**config.mk**
```make
export PLATFORM = sky130hd
export DESIGN_NAME = spi_evt_ctrl
export DESIGN_NICKNAME = d
export VERILOG_FILES = /design/src/rtl/spi_evt_pkg.sv /design/src/rtl/spi_evt_buf.sv /design/src/rtl/spi_evt_rearm.sv /design/src/rtl/spi_evt_wcnt.sv /design/src/rtl/spi_evt_ctrl.sv
export SDC_FILE = /design/constraint.sdc
export NUM_CORES = 1
export LEC_CHECK = 0
export BUFFER_PORTS_ARGS = -buffer_cell sky130_fd_sc_hd__buf_4
export CORE_AREA = 2 2 215 217
export CTS_CLUSTER_DIAMETER = 40
export CTS_CLUSTER_SIZE = 30
export DETAILED_ROUTE_END_ITERATION = 16
export DIE_AREA = 0 0 217 219
export PLACE_DENSITY = 0.8
export SYNTH_ARGS = -nofsm -noshare
export SYNTH_HDL_FRONTEND = slang
export SYNTH_SLANG_ARGS = --single-unit
```
**constraint.sdc**
```tcl
create_clock -name clk -period 10.7 [get_ports clk]
set_input_delay 2.14 -clock clk [delete_from_list [all_inputs] [get_ports clk]]
set_output_delay 2.14 -clock clk [all_outputs]
set_load 0.02 [all_outputs]
```
**src/rtl/spi_evt_pkg.sv**
```systemverilog
package spi_evt_pkg;
  localparam int NEV    = 4;
  localparam int EV_TXE = 0;
  localparam int EV_TXU = 1;
  localparam int EV_RXF = 2;
  localparam int EV_EOW = 3;

  localparam logic [2:0] A_CTRL  = 3'd0;
  localparam logic [2:0] A_LEVEL = 3'd1;
  localparam logic [2:0] A_WCNT  = 3'd2;
  localparam logic [2:0] A_STAT  = 3'd3;
  localparam logic [2:0] A_IRQEN = 3'd4;

  typedef struct packed {
    logic fifo_rx;
    logic fifo_tx;
    logic rx_only;
    logic en;
  } ctrl_t;
endpackage

```
**src/rtl/spi_evt_buf.sv**
```systemverilog
module spi_evt_buf #(
  parameter int DEPTH = 32,
  parameter int DW    = 8,
  localparam int CW   = $clog2(DEPTH + 1),
  localparam int PW   = (DEPTH > 1) ? $clog2(DEPTH) : 1
) (
  input  logic          clk,
  input  logic          rst_n,
  input  logic [CW-1:0] cap,
  input  logic          push,
  input  logic [DW-1:0] push_data,
  input  logic          pop,
  output logic [DW-1:0] head,
  output logic [CW-1:0] count,
  output logic          room
);
  logic [DW-1:0] mem [DEPTH];
  logic [PW-1:0] wr_q, rd_q;
  logic [CW-1:0] cnt_q;
  logic do_push, do_pop;

  function automatic logic [PW-1:0] nxt(input logic [PW-1:0] p);
    return (p == PW'(DEPTH - 1)) ? '0 : p + 1'b1;
  endfunction

  assign room    = cnt_q < cap;
  assign do_push = push && room;
  assign do_pop  = pop && (cnt_q != '0);
  assign head    = mem[rd_q];
  assign count   = cnt_q;

  always_ff @(posedge clk) begin
    if (do_push) mem[wr_q] <= push_data;
  end

  always_ff @(posedge clk or negedge rst_n) begin
    if (!rst_n) begin
      wr_q  <= '0;
      rd_q  <= '0;
      cnt_q <= '0;
    end else begin
      if (do_push) wr_q <= nxt(wr_q);
      if (do_pop)  rd_q <= nxt(rd_q);
      cnt_q <= cnt_q + CW'(do_push) - CW'(do_pop);
    end
  end
endmodule

```
**src/rtl/spi_evt_rearm.sv**
```systemverilog
module spi_evt_rearm #(
  parameter int CW = 6
) (
  input  logic          clk,
  input  logic          rst_n,
  input  logic          start,
  input  logic          active,
  input  logic          level_ok,
  input  logic [CW-1:0] thr,
  input  logic          access,
  output logic          fire
);
  logic          armed_q, b_arm;
  logic [CW-1:0] cnt_q, b_cnt;

  assign fire  = active && (armed_q || start) && level_ok;
  assign b_arm = fire ? 1'b0 : (start ? 1'b1 : armed_q);
  assign b_cnt = (fire || start) ? '0 : cnt_q;

  always_ff @(posedge clk or negedge rst_n) begin
    if (!rst_n) begin
      armed_q <= 1'b0;
      cnt_q   <= '0;
    end else if (!b_arm && access) begin
      if (b_cnt + 1'b1 >= thr) begin
        armed_q <= 1'b1;
        cnt_q   <= '0;
      end else begin
        armed_q <= 1'b0;
        cnt_q   <= b_cnt + 1'b1;
      end
    end else begin
      armed_q <= b_arm;
      cnt_q   <= b_cnt;
    end
  end
endmodule

```
**src/rtl/spi_evt_wcnt.sv**
```systemverilog
module spi_evt_wcnt #(
  parameter int WCW = 16
) (
  input  logic           clk,
  input  logic           rst_n,
  input  logic           en_rise,
  input  logic           step,
  input  logic           count_on,
  input  logic [WCW-1:0] limit,
  input  logic           limit_wr,
  output logic           halted,
  output logic           fire
);
  logic [WCW-1:0] cnt_q;
  logic           halt_q, reload_q;

  assign halted = halt_q;
  assign fire   = step && count_on && (WCW'(cnt_q + 1'b1) == limit);

  always_ff @(posedge clk or negedge rst_n) begin
    if (!rst_n) begin
      cnt_q    <= '0;
      halt_q   <= 1'b0;
      reload_q <= 1'b0;
    end else if (fire) begin
      cnt_q    <= '0;
      halt_q   <= 1'b1;
      reload_q <= limit_wr;
    end else if (en_rise && (!halt_q || reload_q)) begin
      cnt_q    <= '0;
      halt_q   <= 1'b0;
      reload_q <= limit_wr;
    end else begin
      if (step && count_on) cnt_q <= cnt_q + 1'b1;
      if (limit_wr) reload_q <= 1'b1;
    end
  end
endmodule

```
**src/rtl/spi_evt_ctrl.sv**
```systemverilog
module spi_evt_ctrl
  import spi_evt_pkg::*;
#(
  parameter int DEPTH = 32,
  parameter int DW    = 8,
  parameter int RW    = 16,
  parameter int WCW   = 16
) (
  input  logic          clk,
  input  logic          rst_n,
  input  logic          reg_wr,
  input  logic [2:0]    reg_addr,
  input  logic [RW-1:0] reg_wdata,
  output logic [RW-1:0] reg_rdata,
  input  logic          tx_valid,
  output logic          tx_ready,
  input  logic [DW-1:0] tx_data,
  output logic          rx_valid,
  input  logic          rx_ready,
  output logic [DW-1:0] rx_data,
  input  logic          xfer_strobe,
  input  logic [DW-1:0] xfer_rx_data,
  output logic          shift_tx_valid,
  output logic [DW-1:0] shift_tx_data,
  output logic          irq
);
  localparam int CW = $clog2(DEPTH + 1);
  localparam int LVL_HI = 8;
  localparam logic [CW-1:0] CAP_FULL = CW'(DEPTH);
  localparam logic [CW-1:0] CAP_ONE  = CW'(1);

  ctrl_t          ctrl_q;
  logic [CW-1:0]  ael_q, afl_q;
  logic [WCW-1:0] wcnt_q;
  logic [NEV-1:0] stat_q, irqen_q, ev_set, stat_clr;
  logic           irq_q, en_prev_q, loaded_q;

  logic en, en_rise, tx_own, rx_own, fifo_mode, halted, live, xfer;
  logic tx_side, tx_room, rx_room, tx_acc, rx_acc, tx_pop, rx_push;
  logic [CW-1:0] tx_cap, rx_cap, tx_cnt, rx_cnt, tx_free, thr_tx, thr_rx;
  logic [DW-1:0] tx_head, rx_head;
  logic txe_fire, txu_fire, rxf_fire, eow_fire;
  logic wr_ctrl, wr_level, wr_wcnt, wr_stat, wr_irqen;

  function automatic logic [CW-1:0] lvl_fix(input logic [CW-1:0] v);
    if (v == '0) return CAP_ONE;
    if (v > CAP_FULL) return CAP_FULL;
    return v;
  endfunction

  // register decode
  assign wr_ctrl  = reg_wr && (reg_addr == A_CTRL);
  assign wr_level = reg_wr && (reg_addr == A_LEVEL);
  assign wr_wcnt  = reg_wr && (reg_addr == A_WCNT);
  assign wr_stat  = reg_wr && (reg_addr == A_STAT);
  assign wr_irqen = reg_wr && (reg_addr == A_IRQEN);
  assign stat_clr = wr_stat ? reg_wdata[NEV-1:0] : '0;

  // mode and FIFO ownership
  assign en        = ctrl_q.en;
  assign en_rise   = en && !en_prev_q;
  assign tx_own    = ctrl_q.fifo_tx && !ctrl_q.fifo_rx;
  assign rx_own    = ctrl_q.fifo_rx && !ctrl_q.fifo_tx;
  assign fifo_mode = tx_own || rx_own;
  assign tx_cap    = tx_own ? CAP_FULL : CAP_ONE;
  assign rx_cap    = rx_own ? CAP_FULL : CAP_ONE;
  assign thr_tx    = tx_own ? lvl_fix(ael_q) : CAP_ONE;
  assign thr_rx    = rx_own ? lvl_fix(afl_q) : CAP_ONE;

  // data paths
  assign live     = en && !halted;
  assign xfer     = xfer_strobe && live;
  assign tx_side  = en && !ctrl_q.rx_only;
  assign tx_ready = tx_side && tx_room;
  assign tx_acc   = tx_valid && tx_ready;
  assign tx_pop   = xfer && !ctrl_q.rx_only && (tx_cnt != '0);
  assign rx_push  = xfer && rx_room;
  assign rx_valid = rx_cnt != '0;
  assign rx_acc   = rx_valid && rx_ready;
  assign rx_data  = rx_head;
  assign tx_free  = tx_room ? tx_cap - tx_cnt : '0;
  assign shift_tx_valid = tx_pop;
  assign shift_tx_data  = tx_head;

  spi_evt_buf #(.DEPTH(DEPTH), .DW(DW)) u_txbuf (
    .clk(clk), .rst_n(rst_n), .cap(tx_cap), .push(tx_acc), .push_data(tx_data),
    .pop(tx_pop), .head(tx_head), .count(tx_cnt), .room(tx_room)
  );

  spi_evt_buf #(.DEPTH(DEPTH), .DW(DW)) u_rxbuf (
    .clk(clk), .rst_n(rst_n), .cap(rx_cap), .push(rx_push), .push_data(xfer_rx_data),
    .pop(rx_acc), .head(rx_head), .count(rx_cnt), .room(rx_room)
  );

  // threshold events
  spi_evt_rearm #(.CW(CW)) u_txe (
    .clk(clk), .rst_n(rst_n), .start(en_rise), .active(tx_side),
    .level_ok(tx_free >= thr_tx), .thr(thr_tx), .access(tx_acc), .fire(txe_fire)
  );

  spi_evt_rearm #(.CW(CW)) u_rxf (
    .clk(clk), .rst_n(rst_n), .start(en_rise), .active(en),
    .level_ok(rx_cnt >= thr_rx), .thr(thr_rx), .access(rx_acc), .fire(rxf_fire)
  );

  spi_evt_wcnt #(.WCW(WCW)) u_wcnt (
    .clk(clk), .rst_n(rst_n), .en_rise(en_rise), .step(xfer),
    .count_on(fifo_mode && (wcnt_q != '0)), .limit(wcnt_q), .limit_wr(wr_wcnt),
    .halted(halted), .fire(eow_fire)
  );

  assign txu_fire = xfer && !ctrl_q.rx_only && (tx_cnt == '0) && loaded_q && !en_rise;

  assign ev_set[EV_TXE] = txe_fire;
  assign ev_set[EV_TXU] = txu_fire;
  assign ev_set[EV_RXF] = rxf_fire;
  assign ev_set[EV_EOW] = eow_fire;

  // sticky status bits, set has priority over clear
  for (genvar i = 0; i < NEV; i++) begin : g_stat
    always_ff @(posedge clk or negedge rst_n) begin
      if (!rst_n) stat_q[i] <= 1'b0;
      else        stat_q[i] <= ev_set[i] || (stat_q[i] && !stat_clr[i]);
    end
  end

  always_ff @(posedge clk or negedge rst_n) begin
    if (!rst_n) begin
      ctrl_q    <= '0;
      ael_q     <= '0;
      afl_q     <= '0;
      wcnt_q    <= '0;
      irqen_q   <= '0;
      irq_q     <= 1'b0;
      en_prev_q <= 1'b0;
      loaded_q  <= 1'b0;
    end else begin
      if (wr_ctrl)  ctrl_q  <= ctrl_t'(reg_wdata[3:0]);
      if (wr_level) begin
        ael_q <= reg_wdata[CW-1:0];
        afl_q <= reg_wdata[LVL_HI +: CW];
      end
      if (wr_wcnt)  wcnt_q  <= reg_wdata[WCW-1:0];
      if (wr_irqen) irqen_q <= reg_wdata[NEV-1:0];
      irq_q     <= |(stat_q & irqen_q);
      en_prev_q <= en;
      if (en_rise)     loaded_q <= tx_acc;
      else if (tx_acc) loaded_q <= 1'b1;
    end
  end

  assign irq = irq_q;

  always_comb begin
    reg_rdata = '0;
    case (reg_addr)
      A_CTRL:  reg_rdata[3:0] = ctrl_q;
      A_LEVEL: begin
        reg_rdata[CW-1:0]      = ael_q;
        reg_rdata[LVL_HI +: CW] = afl_q;
      end
      A_WCNT:  reg_rdata[WCW-1:0] = wcnt_q;
      A_STAT:  reg_rdata[NEV-1:0] = stat_q;
      A_IRQEN: reg_rdata[NEV-1:0] = irqen_q;
      default: reg_rdata = '0;
    endcase
  end
endmodule

```
# Word-level counts from Yosys, hierarchy flattened

Memory sizes are Yosys's and may differ from the RTL's.
Index checks and enable logic that the tools add are counted.

Input port bits: 41
Register bits: 107
Memories kept: 2
Bits in writable memories: 512

Memory list:

| memory      | words | bits a word | rd ports | clocked after memory_dff | wr ports | RTL line          | source |
|---|---|---|---|---|---|---|---|
| u_rxbuf.mem | 32    | 8           | 1        | 0                        | 1        | spi_evt_buf.sv:17 | `logic [DW-1:0] mem [DEPTH];` |
| u_txbuf.mem | 32    | 8           | 1        | 0                        | 1        | spi_evt_buf.sv:17 |  |

Eq/ne operators: 9
$lt $le $gt $ge: 8
Bitwise operators: 1
Mux-type cells: 57
Reduce and logical (&&, ||, !) cells: 72
$add $sub $neg: 12

Operators by type and width:

| cell                    | count |
|---|---|
| $mux W6                 | 19 |
| $mux W16                | 3 |
| $logic_and A1 B1 Y1     | 38 |
| $mux W1                 | 25 |
| $ge A6 B6 Y1            | 4 |
| $add A5 B1 Y5 const B   | 4 |
| $eq A5 B5 Y1 const B    | 4 |
| $mux W5                 | 4 |
| $pmux W4 S5             | 1 |
| $logic_not A6 Y1        | 3 |
| $add A16 B1 Y16 const B | 1 |
| $eq A16 B16 Y1          | 1 |
| $reduce_bool A16 Y1     | 1 |
| $add A6 B1 Y6           | 2 |
| $add A6 B1 Y6 const B   | 2 |
| $gt A6 B6 Y1 const B    | 2 |
| $logic_not A1 Y1        | 12 |
| $lt A6 B6 Y1            | 2 |
| $pmux W6 S2             | 1 |
| $reduce_bool A6 Y1      | 2 |
| $sub A6 B1 Y6           | 2 |
| $logic_or A1 B1 Y1      | 10 |
| $eq A3 B2 Y1 const B    | 2 |
| $reduce_bool A3 Y1      | 2 |
| other kinds (10)        | 12 |

# Depth between registers and ports, before layout

Gate-level depths: netlist (run 1).

Depth after elaboration: 14
Depth in mapped cells: 24
Mapped depth without buffers: 24

# Cells and area by module

Synthesis (run 1) repeated with hierarchy kept, for this count alone.

Cell total of the unflattened synthesis: 1798
Area total of the unflattened synthesis: 27984.3 um^2

Modules (own cells, without submodules):

| module                | area an instance (um^2) | instances | cells an instance |
|---|---|---|---|
| spi_evt_buf (u_txbuf) | 11079.4                 | 1         | 587 |
| spi_evt_buf (u_rxbuf) | 11066.9                 | 1         | 587 |
| spi_evt_ctrl          | 2627.5                  | 1         | 253 |
| spi_evt_wcnt          | 1889.3                  | 1         | 223 |
| spi_evt_rearm         | 660.6                   | 2         | 74 |

# Least setup slack after synthesis (run 1)

No wires, ideal clock.

Path type: input-to-output
Start point: input port reg_addr[1]
End point: output port reg_rdata[3]
Required time: 8.560 ns
Buffers on the path: 1
Cell stages on the path: 4
Arrival time: 3.245 ns
Slack: 5.315 ns
Path through: buf_1 nor2b_1 a21oi_1 o21ai_0

Longest elaborated chain between the ends: 2
Elaborated cells between the ends (all ways): 6

Ends and longest elaborated chain:

| item                                       | RTL line            | source |
|---|---|---|
| from (decl)                                | spi_evt_ctrl.sv:12  | `input logic [2:0] reg_addr,` |
| $eq A3 B3 Y1, or another cell as far along | spi_evt_ctrl.sv:156 | `case (reg_addr)` |
| $pmux W4 S5 (*)                            | spi_evt_ctrl.sv:156 |  |
| to (decl)                                  | spi_evt_ctrl.sv:14  | `output logic [RW-1:0] reg_rdata,` |

Every way passes the cells marked *; elsewhere a longest branch is shown, timed or not.

# Final worst setup path (run 1)

Start point: register ctrl_q[3] in the netlist's numbering
End point: register u_txe.cnt_q[5]

Longest elaborated chain between the ends: 13
Elaborated cells between the ends (all ways): 20

Ends and longest elaborated chain:

| item                                          | RTL line                                 | source |
|---|---|---|
| from (decl)                                   | spi_evt_ctrl.sv:32                       | `ctrl_t ctrl_q;` |
| from (signal assigned)                        | spi_evt_ctrl.sv:138                      | `if (wr_ctrl) ctrl_q <= ctrl_t'(reg_wdata[3:0]);` |
| $logic_not A1 Y1 (*)                          | spi_evt_ctrl.sv:62                       | `assign tx_own = ctrl_q.fifo_tx && !ctrl_q.fifo_rx;` |
| $logic_and A1 B1 Y1 (*)                       | spi_evt_ctrl.sv:62                       |  |
| $mux W6                                       | spi_evt_ctrl.sv:65                       | `assign tx_cap = tx_own ? CAP_FULL : CAP_ONE;` |
| $sub A6 B6 Y6 or $lt A6 B6 Y1 (tied branches) | spi_evt_ctrl.sv:81, spi_evt_buf.sv:26    |  |
| $mux W6                                       | spi_evt_ctrl.sv:81                       | `assign tx_free = tx_room ? tx_cap - tx_cnt : '0;` |
| $ge A6 B6 Y1                                  | spi_evt_ctrl.sv:98                       | `.level_ok(tx_free >= thr_tx), .thr(thr_tx), .access(tx_acc), .fire(txe_fire)` |
| $logic_and A1 B1 Y1                           | spi_evt_rearm.sv:16                      | `assign fire = active && (armed_q \|\| start) && level_ok;` |
| $logic_or A1 B1 Y1                            | spi_evt_rearm.sv:18                      | `assign b_cnt = (fire \|\| start) ? '0 : cnt_q;` |
| $mux W6                                       | spi_evt_rearm.sv:18                      |  |
| $add A6 B1 Y6                                 | spi_evt_rearm.sv:25, spi_evt_rearm.sv:30 |  |
| $ge A6 B6 Y1                                  | spi_evt_rearm.sv:25                      | `if (b_cnt + 1'b1 >= thr) begin` |
| $mux W6                                       | spi_evt_rearm.sv:25                      |  |
| $mux W6 (*)                                   | spi_evt_rearm.sv:24                      | `end else if (!b_arm && access) begin` |
| to (signal assigned)                          | spi_evt_rearm.sv:30                      | `cnt_q <= b_cnt + 1'b1;` |
| to (signal assigned)                          | spi_evt_rearm.sv:34                      | `cnt_q <= b_cnt;` |
| to (decl)                                     | spi_evt_rearm.sv:14                      | `logic [CW-1:0] cnt_q, b_cnt;` |

Marked as above.
A chain may end at the register's enable or synchronous reset.

==> results of run 1 <==
per-layer routing:
layer | vias up | GRT usage
li1 | 6386 | -
met1 | 7730 | 0.3700
met2 | 811 | 0.4294
met3 | 122 | 0.03964
met4 | 0 | 0.07557
met5 | - | 0
kinds of logic (layout without fill, tap and decap cells):
kind of cell             Yosys count  in the layout
flip-flops                       619            619
AO/OA/AOI/OAI                    136            136
XOR/XNOR                          50             50
multiplexers                     227            227
other                              0              1
adder cells (fa/ha/maj)           66             66
AND/OR/NAND/NOR                  353            353
buffers and inverters            123            273
cells in the final DEF (no fill, tap or decap), types with 8 or more instances in the layout:
cell type     n
nand4_1       8
inv_1        47
edfxtp_1    512
mux2i_1      11
nor4_1       14
a21oi_1      26
ha_1         64
a211oi_1     10
nand3_1      29
nand2_1     102
o21ai_0      37
buf_4       101
a22oi_1      13
xor2_1       28
nor2_1       94
xnor2_1      22
nor3_1       45
mux4_2      161
and3_1        8
clkinvlp_4    8
dfrtp_1     103
and2_1        8
clkbuf_16    70
inv_6        11
mux2_2       55
worst min-delay path, delay by kind of cell, from the launching register on:
kind / cells / cell delay, ns
AND/OR/NAND/NOR: 2 / 0.12
flip-flops: 1 / 0.35
area by class of cell:
| class | instances | area [µm²] |
|---|---|---|
| Timing Repair Buffer | 101 | 758.2 |
| Clock inverter | 53 | 628.1 |
| Antenna cell | 1 | 2.502 |
| Fill cell | 2854 | 14730 |
| Tap cell | 600 | 750.7 |
| Multi-Input combinational cell | 832 | 8222 |
| Sequential cell | 619 | 18060 |
| Inverter | 48 | 180.2 |
| Clock buffer | 71 | 1755 |
synth_stat cells, types with 10 or more instances:
cell | n | area, µm²
nand3_1 | 29 | 145.1
a211oi_1 | 10 | 75.07
mux2_2 | 55 | 619.3
buf_2 | 12 | 60.06
inv_1 | 47 | 176.4
nor3_1 | 46 | 230.2
o21ai_0 | 37 | 185.2
xor2_1 | 28 | 245.2
ha_1 | 64 | 800.8
mux2i_1 | 11 | 110.1
a22oi_1 | 13 | 97.59
dfrtp_1 | 107 | 2678
nor2_1 | 94 | 352.8
edfxtp_1 | 512 | 15370
mux4_2 | 161 | 3626
nand2_1 | 102 | 382.9
nor4_1 | 14 | 87.58
clkbuf_1 | 50 | 187.7
xnor2_1 | 22 | 192.7
a21oi_1 | 26 | 130.1
worst paths after layout:
check	from	end	slack, ns	cells past startpoint
worst max-delay path	ctrl_q[3]	u_txe.cnt_q[5]	4.73	22
worst max register to register	ctrl_q[3]	u_txe.cnt_q[5]	4.73	22
max in group asynchronous	rst_n	u_rxbuf.rd_q[0]	7.89	2
worst min register to register	loaded_q	loaded_q	0.50	2
worst min-delay path	loaded_q	loaded_q	0.50	2
min in group asynchronous	rst_n	irq	1.65	1
power by group through the flow:
stage	clock (mW)	combinational [mW]	sequential, mW
2_1_floorplan	0	1.46	2.85
3_3_place_gp	0	1.84	3.02
3_5_place_dp	0	1.91	3.02
4_1_cts	2.46	1.95	2.98
5_1_grt	2.55	2.08	3.00
6_report	2.43	1.94	2.98
metrics by stage:
step                setup WS (ns)  instance area (µm²)  std cells  hold WS, ns  power, mW
CTS                         4.650                30350       2324       0.4871      7.387
floorplan                   5.315                26760       1574       0.3548      4.316
finish                      4.733                30360       2325       0.4964      7.350
detailed placement          4.857                27970       2200       0.4726      4.932
global placement            4.893                27970       2200       0.4609      4.860
global route                4.326                30360       2324       0.5356      7.627
flip-flops by register name, indices dropped and copies added (netlist names), 6 cells and up:
name	flops
u_rxf.cnt_q	6
u_txbuf.count	6
u_txe.cnt_q	6
wcnt_q	16
ael_q	6
u_txbuf.mem	256
u_rxbuf.count	6
u_rxbuf.mem	256
u_wcnt.cnt_q	16
afl_q	6
==> qor.csv, run 1 <==
metric,value,unit
total track usage,0.2615,
met3 WL,4810,µm
final setup TNS,0,ns
CP Cell Sequence,inv_1 > ha_1 > nand2_1 > ha_1 > nand2_1 > nor3_1 > o21ai_1 > a21o_1 > ha_1 > nand2b_1 > a211oi_1 > o21ai_0 > a21oi_1 > and2_1 > ha_1 > nand3_1 > or2_2 > a21oi_1 > ha_1 > a31oi_1 > nand3_1 > o32ai_1,
Post CTS Setup Buffer Count,0,
worst hold path class,flip-flop to flip-flop,
Syn Inst Count,1574,
Crit. End Element,flip-flop,
Pins Over Slew Limit,0,
clock insertion delay at the later pin of the skew report,0.61,ns
sw frac,0.3107,
Vias/cell,6.473,
Pwr Density,242.1,mW/mm²
final worst path period share,0.5576,
per-cell routed wire length,25.90,µm
nets@finish,1776,
f_max,167.6,MHz
worst-case clock buffer depth,3,
M1 WL,23690,µm
post-synthesis compound-gate area fraction,0.03343,
final setup vio count,0,
Initial Util,0.5935,
die width,217,µm
number of synthesized register bits,619,
Util after Layout,0.6733,
CTS Buf Count,67,
Remaining DRCs,0,
Synth Area in Adders,0.03142,
Ys Warns,0,
WP data required,11.17,ns
Die Ht,219,µm
H-Tree Depth,3,
sequential fraction of design power,0.405,
RSZ-0062 raised after global routing,false,
total wire length,60210,µm
Rows,78,
Iter 0 DRT Violations,1762,
Post-synth ARST share,0.1729,
I/O Buffers,76,
Power Internal,5.067,mW
CTS Hold Bufs,0,
Mapped Avg Cell Area,17.00,µm²
post_cts resized,0,
Clock Power Share,0.331,
Simple-Gate Fraction of Synth Area,0.06307,
crit path DAT,6.44,ns
clk slew on worst S/H paths,0.06,ns
DR top layer,met4,
Slew headroom,0.1514,
Synth Cell Area,0.02676,mm²
multiplexer share of the synthesized area,0.1628,
Max Cap Viol,0,
Max Clock Skew,0.03448,ns
CP Buf/Inv Count,1,
CTS tree,yes,
Layout area overhead,13.45,%
Final Hold Violating Endpoints,0,
post-synthesis xor/xnor area fraction,0.01636,
"slowest stage cell, crit path",a31oi_1,
Num Clock Sinks,619,
Slew @ Worst Pin,1.263,ns
Final Critical Period,5.967,ns
total grt overflow,0,
CP Max Fanout,8,
Root Driver,clkbuf_16,
worst setup path category,flip-flop to flip-flop,
slowest cell delay on critical path,0.62,ns
Post-Syn Nets,1681,
LEAKAGE,10.51,nW
Post-DRT Antenna Nets,0,
Core ar.,0.04509,mm²
ys flop type,edfxtp_1,
DR vias,15050,
post-synth cell types,63,
sequential fraction of the synthesis area,0.6746,
GP Congestion,0.8475,
vias in the first global route,14890,
I/O pin count,77,
logic gate share of total power,0.264,
global-route wire length before repair,92580,µm
met2 wire length,30310,µm
Critical Path Start Type,flip-flop,
total die area,0.04752,mm²
number of synthesized flops with an enable pin,512,
largest net degree at the start of global routing,67,
status,"finished, final reports clean",
initial antenna violation count,0,
Worst path most repeated cell,ha_1,
critical path's top delay family,compound AO/OA/AOI/OAI gates,
switching power,2.283,mW
hpwl dp,36190,µm
drt first pass iters,6,
largest family of logic cells by synthesized area,multiplexers,
share of post-route cells with drive strength above 1,0.2680,
maximum resistive drop on vdd,0.1228,mV
No activity file was read; power rests on OpenSTA's default activity.
==> run 2, diff against run 1 <==
Settings changed: ABC_AREA set to 1, CORE_AREA 2 2 215 217 to 2 2 216 218, DIE_AREA 0 0 217 219 to 0 0 218 220, PLACE_DENSITY 0.8 to 0.81.
Clock period 10.7 ns to 6.1 ns, I/O delays scaled along.
==> run 2 against run 1 <==
  * Via count rose by 32%
  * Register-to-register slack worse by 3.6 ns
  * Cell count rose by 37%
  * Highest routed layer unchanged
  * Die area rose by 0.92%
  * Non-clock buffer count down 9
  * Sequential power rose by 72%
  * Largest power group unchanged
  * Sequential share of layout area fell by 0.81 points
  * Sequential cell count stayed put
  * Synthesized cell count increased by 57%
  * Worst setup slack got worse by 3.6 ns
==> qor.csv, run 2 <==
metric,value,unit,change
status,"finished, final reports clean",,
Post-synth ARST share,0.1729,,unchanged
Num Clock Sinks,619,,unchanged
total grt overflow,0,,unchanged
number of synthesized flops with an enable pin,512,,unchanged
Clock Power Share,0.333,,+0.002
Placed Instances,3051,,+39%
CP Max Fanout,7,,-1
Post CTS Setup Buffer Count,0,,unchanged
clk slew on worst S/H paths,0.06,ns,about the same
Final Hold Violating Endpoints,0,,unchanged
number of synthesized register bits,619,,unchanged
CTS tree,yes,,
Core ar.,0.04586,mm²,+1.7%
Syn Inst Count,2468,,+57%
Worst setup endpoint,u_txe.cnt_q[4],,
maximum resistive drop on vdd,0.3844,mV,+210%
RSZ-0062 raised after global routing,false,,
Synth Cell Area,0.02719,mm²,+1.6%
post_cts resized,0,,unchanged
"commonest non-fill, non-tap cell in the layout",edfxtp_1,,
largest net degree at the start of global routing,131,,+96%
I/O pin count,77,,unchanged
final setup TNS,0,ns,unchanged
sw frac,0.3597,,+0.04908
H-Tree Depth,3,,unchanged
nets@finish,2627,,+48%
global-route wire length before repair,104100,µm,+12%
Non-Filler Instances,3185,,+37%
CP Launch Point,ctrl_q[3],,
Crit. path cell count,31,,+41%
worst setup path category,flip-flop to flip-flop,,
DR vias,19840,,+32%
ys flop type,edfxtp_1,,
crit path DAT,5.49,ns,-0.95 ns
switching power,4.936,mW,+120%
logic gate share of total power,0.293,,+0.029
Hold Crit Depth,0,,-2
Final Critical Period,4.956,ns,-1.011 ns
total wire length,66190,µm,+9.9%
Remaining DRCs,0,,unchanged
Die Ht,220,µm,+0.46%
Worst path most repeated cell,nand2_1,,
Max Clock Skew,0.03109,ns,-0.003384 ns
worst r2r src,ctrl_q[3],,
Worst Reg-to-Reg Cells,31,,+41%
largest cells by area after synthesis,"edfxtp_1 57%, dfrtp_1 9.8%, o21ai_0 6.8%",,
top flop regs,"u_rxbuf.mem x256, u_txbuf.mem x256",,
final worst path period share,0.8124,,+0.2548
Rows,79,,+1.3%
Layout area overhead,13.18,%,
Ys Warns,0,,unchanged
LEAKAGE,11.33,nW,+7.8%
Initial Util,0.5929,,-0.0005997
Max Cap Viol,0,,unchanged
sequential fraction of design power,0.374,,-0.031
total inserted antenna cells,0,,-1
f_max,201.8,MHz,+20%
final setup vio count,0,,unchanged
Critical Path Start Type,flip-flop,,
reg2reg end,u_txe.cnt_q[4],,
sequential fraction of the synthesis area,0.6638,,-0.01074
Post-DRT Antenna Nets,0,,unchanged
Post-Syn Nets,2575,,+53%
total die area,0.04796,mm²,+0.92%
"slowest stage cell, crit path",dfrtp_1,,
Vias/cell,6.229,,-3.8%
Crit. End Element,flip-flop,,
worst-case clock buffer depth,3,,unchanged
WP data required,6.63,ns,-4.54 ns
worst hold path class,flip-flop to flip-flop,,
slowest cell delay on critical path,0.42,ns,-0.20 ns
Worst R2R Setup Slack,1.14,ns,-3.59 ns
Pwr Density,445.9,mW/mm²,+84%
die width,218,µm,+0.46%
drt first pass iters,7,,+1
post-synth cell types,49,,-22%
critical path's top delay family,simple AND/OR/NAND/NOR gates,,
Pins Over Slew Limit,0,,unchanged
per-cell routed wire length,20.78,µm,-20%
Mapped Avg Cell Area,11.02,µm²,-35%
Iter 0 DRT Violations,2696,,+53%
I/O Buffers,76,,unchanged
hpwl dp,39630,µm,+9.5%
most numerous cell in the Yosys netlist,edfxtp_1,,
CP Buf/Inv Count,3,,+2
total track usage,0.2781,,+0.01656
"commonest cells after routing, fill and taps aside","512 x edfxtp_1, 426 x nor2_1, 367 x o21ai_0, 280 x nand2_1, 161 x inv_1",,
Slew @ Worst Pin,1.302,ns,+0.03901 ns
Slew headroom,0.1251,,-0.02621
clock insertion delay at the later pin of the skew report,0.61,ns,about the same
share of the synthesized area in the top cell type,0.5654,,-0.009146
initial antenna violation count,0,,unchanged
synth cell count leaders,"512 x edfxtp_1, 426 x nor2_1, 367 x o21ai_0",,
GP Congestion,0.8875,,+4.7%
Design Power,13.72,mW,+87%
share of post-route cells with drive strength above 1,0.09969,,-0.1683
vias in the first global route,19410,,+30%
Power Internal,8.786,mW,+73%
"area leader, netlist",edfxtp_1,,
CTS Hold Bufs,0,,unchanged
Worst Hold Launch,en,,
CTS Buf Count,74,,+10%
Root Driver,clkbuf_16,,
[run 2: cell types whose count changed in the layout (fill, tap and decap cells not counted), moves of 15 or more]
cell | before | now
nor2_1 | 94 | 426
o21ai_0 | 37 | 367
nand2_1 | 102 | 280
mux4_2 | 161 | 0
inv_1 | 47 | 161
o22ai_1 | 5 | 115
nand3_1 | 29 | 103
mux2_2 | 55 | 0
o221ai_1 | 0 | 35
nor3_1 | 45 | 18
a21oi_1 | 26 | 41
xnor2_1 | 22 | 7
[run 2: power by group through the flow]
| stage | combinational (mW) | clock [mW] | sequential [mW] |
|---|---|---|---|
| final | 4.02 | 4.57 | 5.13 |
| after global routing | 4.40 | 4.77 | 5.16 |
| after CTS | 3.95 | 4.60 | 5.12 |
| after global placement | 3.71 | 0 | 5.18 |
| after floorplan | 2.77 | 0 | 5.00 |
| after detailed placement | 3.87 | 0 | 5.19 |
[run 2: how the worst min path moves through the flow]
stage | slack [ns] | end
2_1_floorplan | 0.40 | en_prev_q
3_3_place_gp | 0.42 | en_prev_q
6_report | 0.44 | en_prev_q
4_1_cts | 0.42 | en_prev_q
5_1_grt | 0.45 | en_prev_q
3_5_place_dp | 0.42 | en_prev_q
[run 2: cells by family after synthesis]
group / after synthesis / share of synthesized area
xor+xnor: 27 / 0.009708
fa+ha+maj: 66 / 0.03092
buf+inv: 287 / 0.04113
simple gates: 881 / 0.1333
compound gates: 588 / 0.1211
flops: 619 / 0.6638
[run 2: per-layer routing]
metal  wire, µm  GRT usage  vias up
met1      25030     0.3511     9588
met2      32400     0.4624     1187
met5          0          0        -
li1           -          -     8873
met3       5889    0.05314      190
met4       2875     0.1392        0
[run 2: final cells by class]
type / instances / area, µm²
flip-flops and latches: 619 / 18060
clock buffers: 82 / 1977
repair buffers: 92 / 703.2
clock inverters: 52 / 610.6
well taps: 607 / 759.5
multi-input cells: 1562 / 8023
fillers: 3157 / 15090
inverters: 171 / 643.1
[run 2: worst reg2reg max path: cells and delay by family, from the launching register on]
kind            cells  cell delay, ns
fa+ha+maj           5            1.29
compound gates      7            0.83
simple gates       16            2.02
buf+inv             3            0.32
flops               1            0.42
[run 2: metrics by stage]
stage | hold slack (ns) | setup slack [ns] | utilization | area [µm²]
after floorplan | 0.3950 | 1.983 | - | 27190
after global placement | 0.4190 | 1.602 | 0.6146 | 28190
after detailed placement | 0.4221 | 1.278 | 0.6146 | 28190
after CTS | 0.4217 | 1.202 | 0.6711 | 30780
after global routing | 0.4512 | 0.5055 | 0.6711 | 30780
final | 0.4413 | 1.144 | 0.6711 | 30780
==> run 3, diff against run 2 <==
Clock period 6.1 ns to 4.9 ns, I/O delays scaled along.
==> run 3 against run 2 <==
  * Clock power is 26% higher
  * Non-clock buffer count is 21 higher
  * First-iteration DRC count is 2.0% lower
  * Routed wire length is 1.7% higher
  * Design area is 0.87% higher
  * Via count is 0.29% lower
  * Critical endpoint is now shift_tx_data[1]
  * Largest power group unchanged
==> qor.csv, run 3 (same netlist as run 2, synthesis figures left out) <==
metric,value,unit,change
hpwl dp,40840,µm,+3.1%
"commonest cells after routing, fill and taps aside","512 x edfxtp_1, 425 x nor2_1, 366 x o21ai_0, 276 x nand2_1, 160 x inv_1",,
DR vias,19780,,-0.29%
total track usage,0.2830,,+0.004897
I/O pin count,77,,unchanged
Iter 0 DRT Violations,2643,,-2.0%
final worst path period share,0.9557,,
Rows,79,,unchanged
Worst Slack Setup Final,0.2171,ns,-0.9270 ns
Place WS,0.02110,ns,-1.257 ns
Pwr Density,555.8,mW/mm²,+25%
RSZ-0062 raised after global routing,false,,
Placed Area,0.02834,mm²,+0.55%
vias in the first global route,19370,,-0.18%
final setup TNS,0,ns,unchanged
clock insertion delay at the later pin of the skew report,0.63,ns,+0.02 ns
Non-Filler Instances,3209,,+0.75%
# fillers,3155,,-0.063%
Initial Util,0.5929,,unchanged
Worst path most repeated cell,buf_4,,
M1 WL,25500,µm,+1.9%
largest net degree at the start of global routing,74,,-44%
Placed Instances,3070,,+0.62%
total wire length,67330,µm,+1.7%
per-cell routed wire length,20.98,µm,+0.95%
total inserted antenna cells,0,,unchanged
Pins Over Slew Limit,0,,unchanged
nets@finish,2649,,+0.84%
Post-DRT Antenna Nets,0,,unchanged
total die area,0.04796,mm²,unchanged
Remaining DRCs,0,,unchanged
met2 wire length,33230,µm,+2.6%
LEAKAGE,11.44,nW,+0.98%
WP data required,3.92,ns,-2.71 ns
worst setup path category,flip-flop to primary output,,
worst hold path class,input port to asynchronous set/reset pin,,
met3 WL,6112,µm,+3.8%
area of the multi-input gates,0.008065,mm²,+0.53%
crit path DAT,3.70,ns,-1.79 ns
DR top layer,met4,,
Final Hold Violating Endpoints,0,,unchanged
Slew @ Worst Pin,1.182,ns,-0.1202 ns
"commonest non-fill, non-tap cell in the layout",edfxtp_1,,
fin area,0.03105,mm²,+0.87%
CTS tree,yes,,
Slew headroom,0.2059,,+0.08074
Crit. End Element,primary output,,
CP Max Fanout,59,,+52
CP Cell Sequence,clkinv_2 > buf_4 > o21ai_0 > o22ai_1 > o211ai_1 > nand3_1 > o21ai_1 > inv_1 > buf_4,,
Core ar.,0.04586,mm²,unchanged
slowest cell delay on critical path,0.83,ns,+0.41 ns
"slowest stage cell, crit path",dfrtp_4,,
share of post-route cells with drive strength above 1,0.1122,,+0.01253
total grt overflow,0,,unchanged
maximum resistive drop on vdd,0.4803,mV,+25%
Max Cap Viol,0,,unchanged
Max Clock Skew,0.04000,ns,+0.008910 ns
f_max,213.5,MHz,
Layout area overhead,14.17,%,
H-Tree Depth,3,,unchanged
Root Driver,clkbuf_16,,
Vias/cell,6.164,,-1.0%
Die Ht,220,µm,unchanged
Critical Path Start Type,flip-flop,,
GP Congestion,0.8931,,+0.63%
CTS Buf Count,75,,+1.4%
Num Clock Sinks,619,,unchanged
global-route wire length before repair,105000,µm,+0.95%
clk slew on worst S/H paths,0.06,ns,about the same
worst-case clock buffer depth,3,,unchanged
initial antenna violation count,0,,unchanged
top flop regs,"u_rxbuf.mem x256, u_txbuf.mem x256",,
drt first pass iters,6,,-1
I/O Buffers,76,,unchanged
die width,218,µm,unchanged
final setup vio count,0,,unchanged
Final Critical Period,4.683,ns,
status,"finished, final reports clean",,
FF+latch area,0.01806,mm²,unchanged
==> run 3: cell types whose count changed in the layout (fill, tap and decap cells not counted), sizes merged <==
| cell | before | now |
|---|---|---|
| clkbuf | 82 | 85 |
| inv | 186 | 184 |
| clkinvlp | 3 | 5 |
| buf | 92 | 113 |
==> run 3: area by class of cell <==
| cell class | instances | area share |
|---|---|---|
| multi-input combinational | 1562 | 0.2598 |
| sequential | 619 | 0.5818 |
| clock buffer | 85 | 0.06396 |
| inverter | 171 | 0.02071 |
| tap | 607 | 0.02446 |
| timing repair buffer | 113 | 0.02813 |
| clock inverter | 52 | 0.02120 |
==> run 3: path summary, 6_finish.rpt <==
| check | endpoint | cells after the start | start | slack (ns) |
|---|---|---|---|---|
| setup / recovery | shift_tx_data[1] | 9 | u_txbuf.rd_q[0] | 0.22 |
| hold / removal | u_wcnt.cnt_q[7] | 1 | rst_n | 0.39 |
| setup reg to reg | u_txe.cnt_q[4] | 30 | ctrl_q[2] | 0.45 |
| hold reg to reg | en_prev_q | 0 | en | 0.47 |
| max in group asynchronous | u_rxbuf.rd_q[0] | 2 | rst_n | 3.58 |
| min in group clk | en_prev_q | 0 | en | 0.47 |
==> run 3: stage by stage <==
stage	util	power, mW	hold WS [ns]
after floorplan	-	9.671	0.3950
after global placement	0.6180	11.18	0.4090
after detailed placement	0.6180	11.40	0.4159
after CTS	0.6757	17.17	0.3727
after global routing	0.6769	18.04	0.4223
final	0.6769	17.25	0.3854
==> run 3: per-layer routing <==
metal | vias to the layer above | track usage
met5 | - | 0
met4 | 0 | 0.1213
met3 | 184 | 0.05176
met2 | 1111 | 0.4764
met1 | 9569 | 0.3623
li1 | 8916 | -
==> run 3: what timing repair did <==
action                                 in CTS  in global routing
resized for setup                           1                 15
buffers inserted                            0                  2
setup endpoints to repair                   2                  7
pin swaps                                   0                  1
hold buffers                                0                  0
endpoints found under the hold margin       0                  0
gates cloned                                0                  0
==> run 3: worst max-delay path, delay by kind of cell (launching register included) <==
family	cells	cell delay, ns
buffers and inverters	4	1.08
AOI/OAI and AO/OA	4	0.96
DFF	1	0.83
and+or+nand+nor	1	0.20
==> run 3: report_power, final <==
part	switching, mW	leakage (nW)	total (mW)	internal (mW)
Clock	2.37	1.27	5.76	3.39
Sequential	0.378	5.94	6.33	5.95
Combinational	3.47	4.22	5.16	1.69
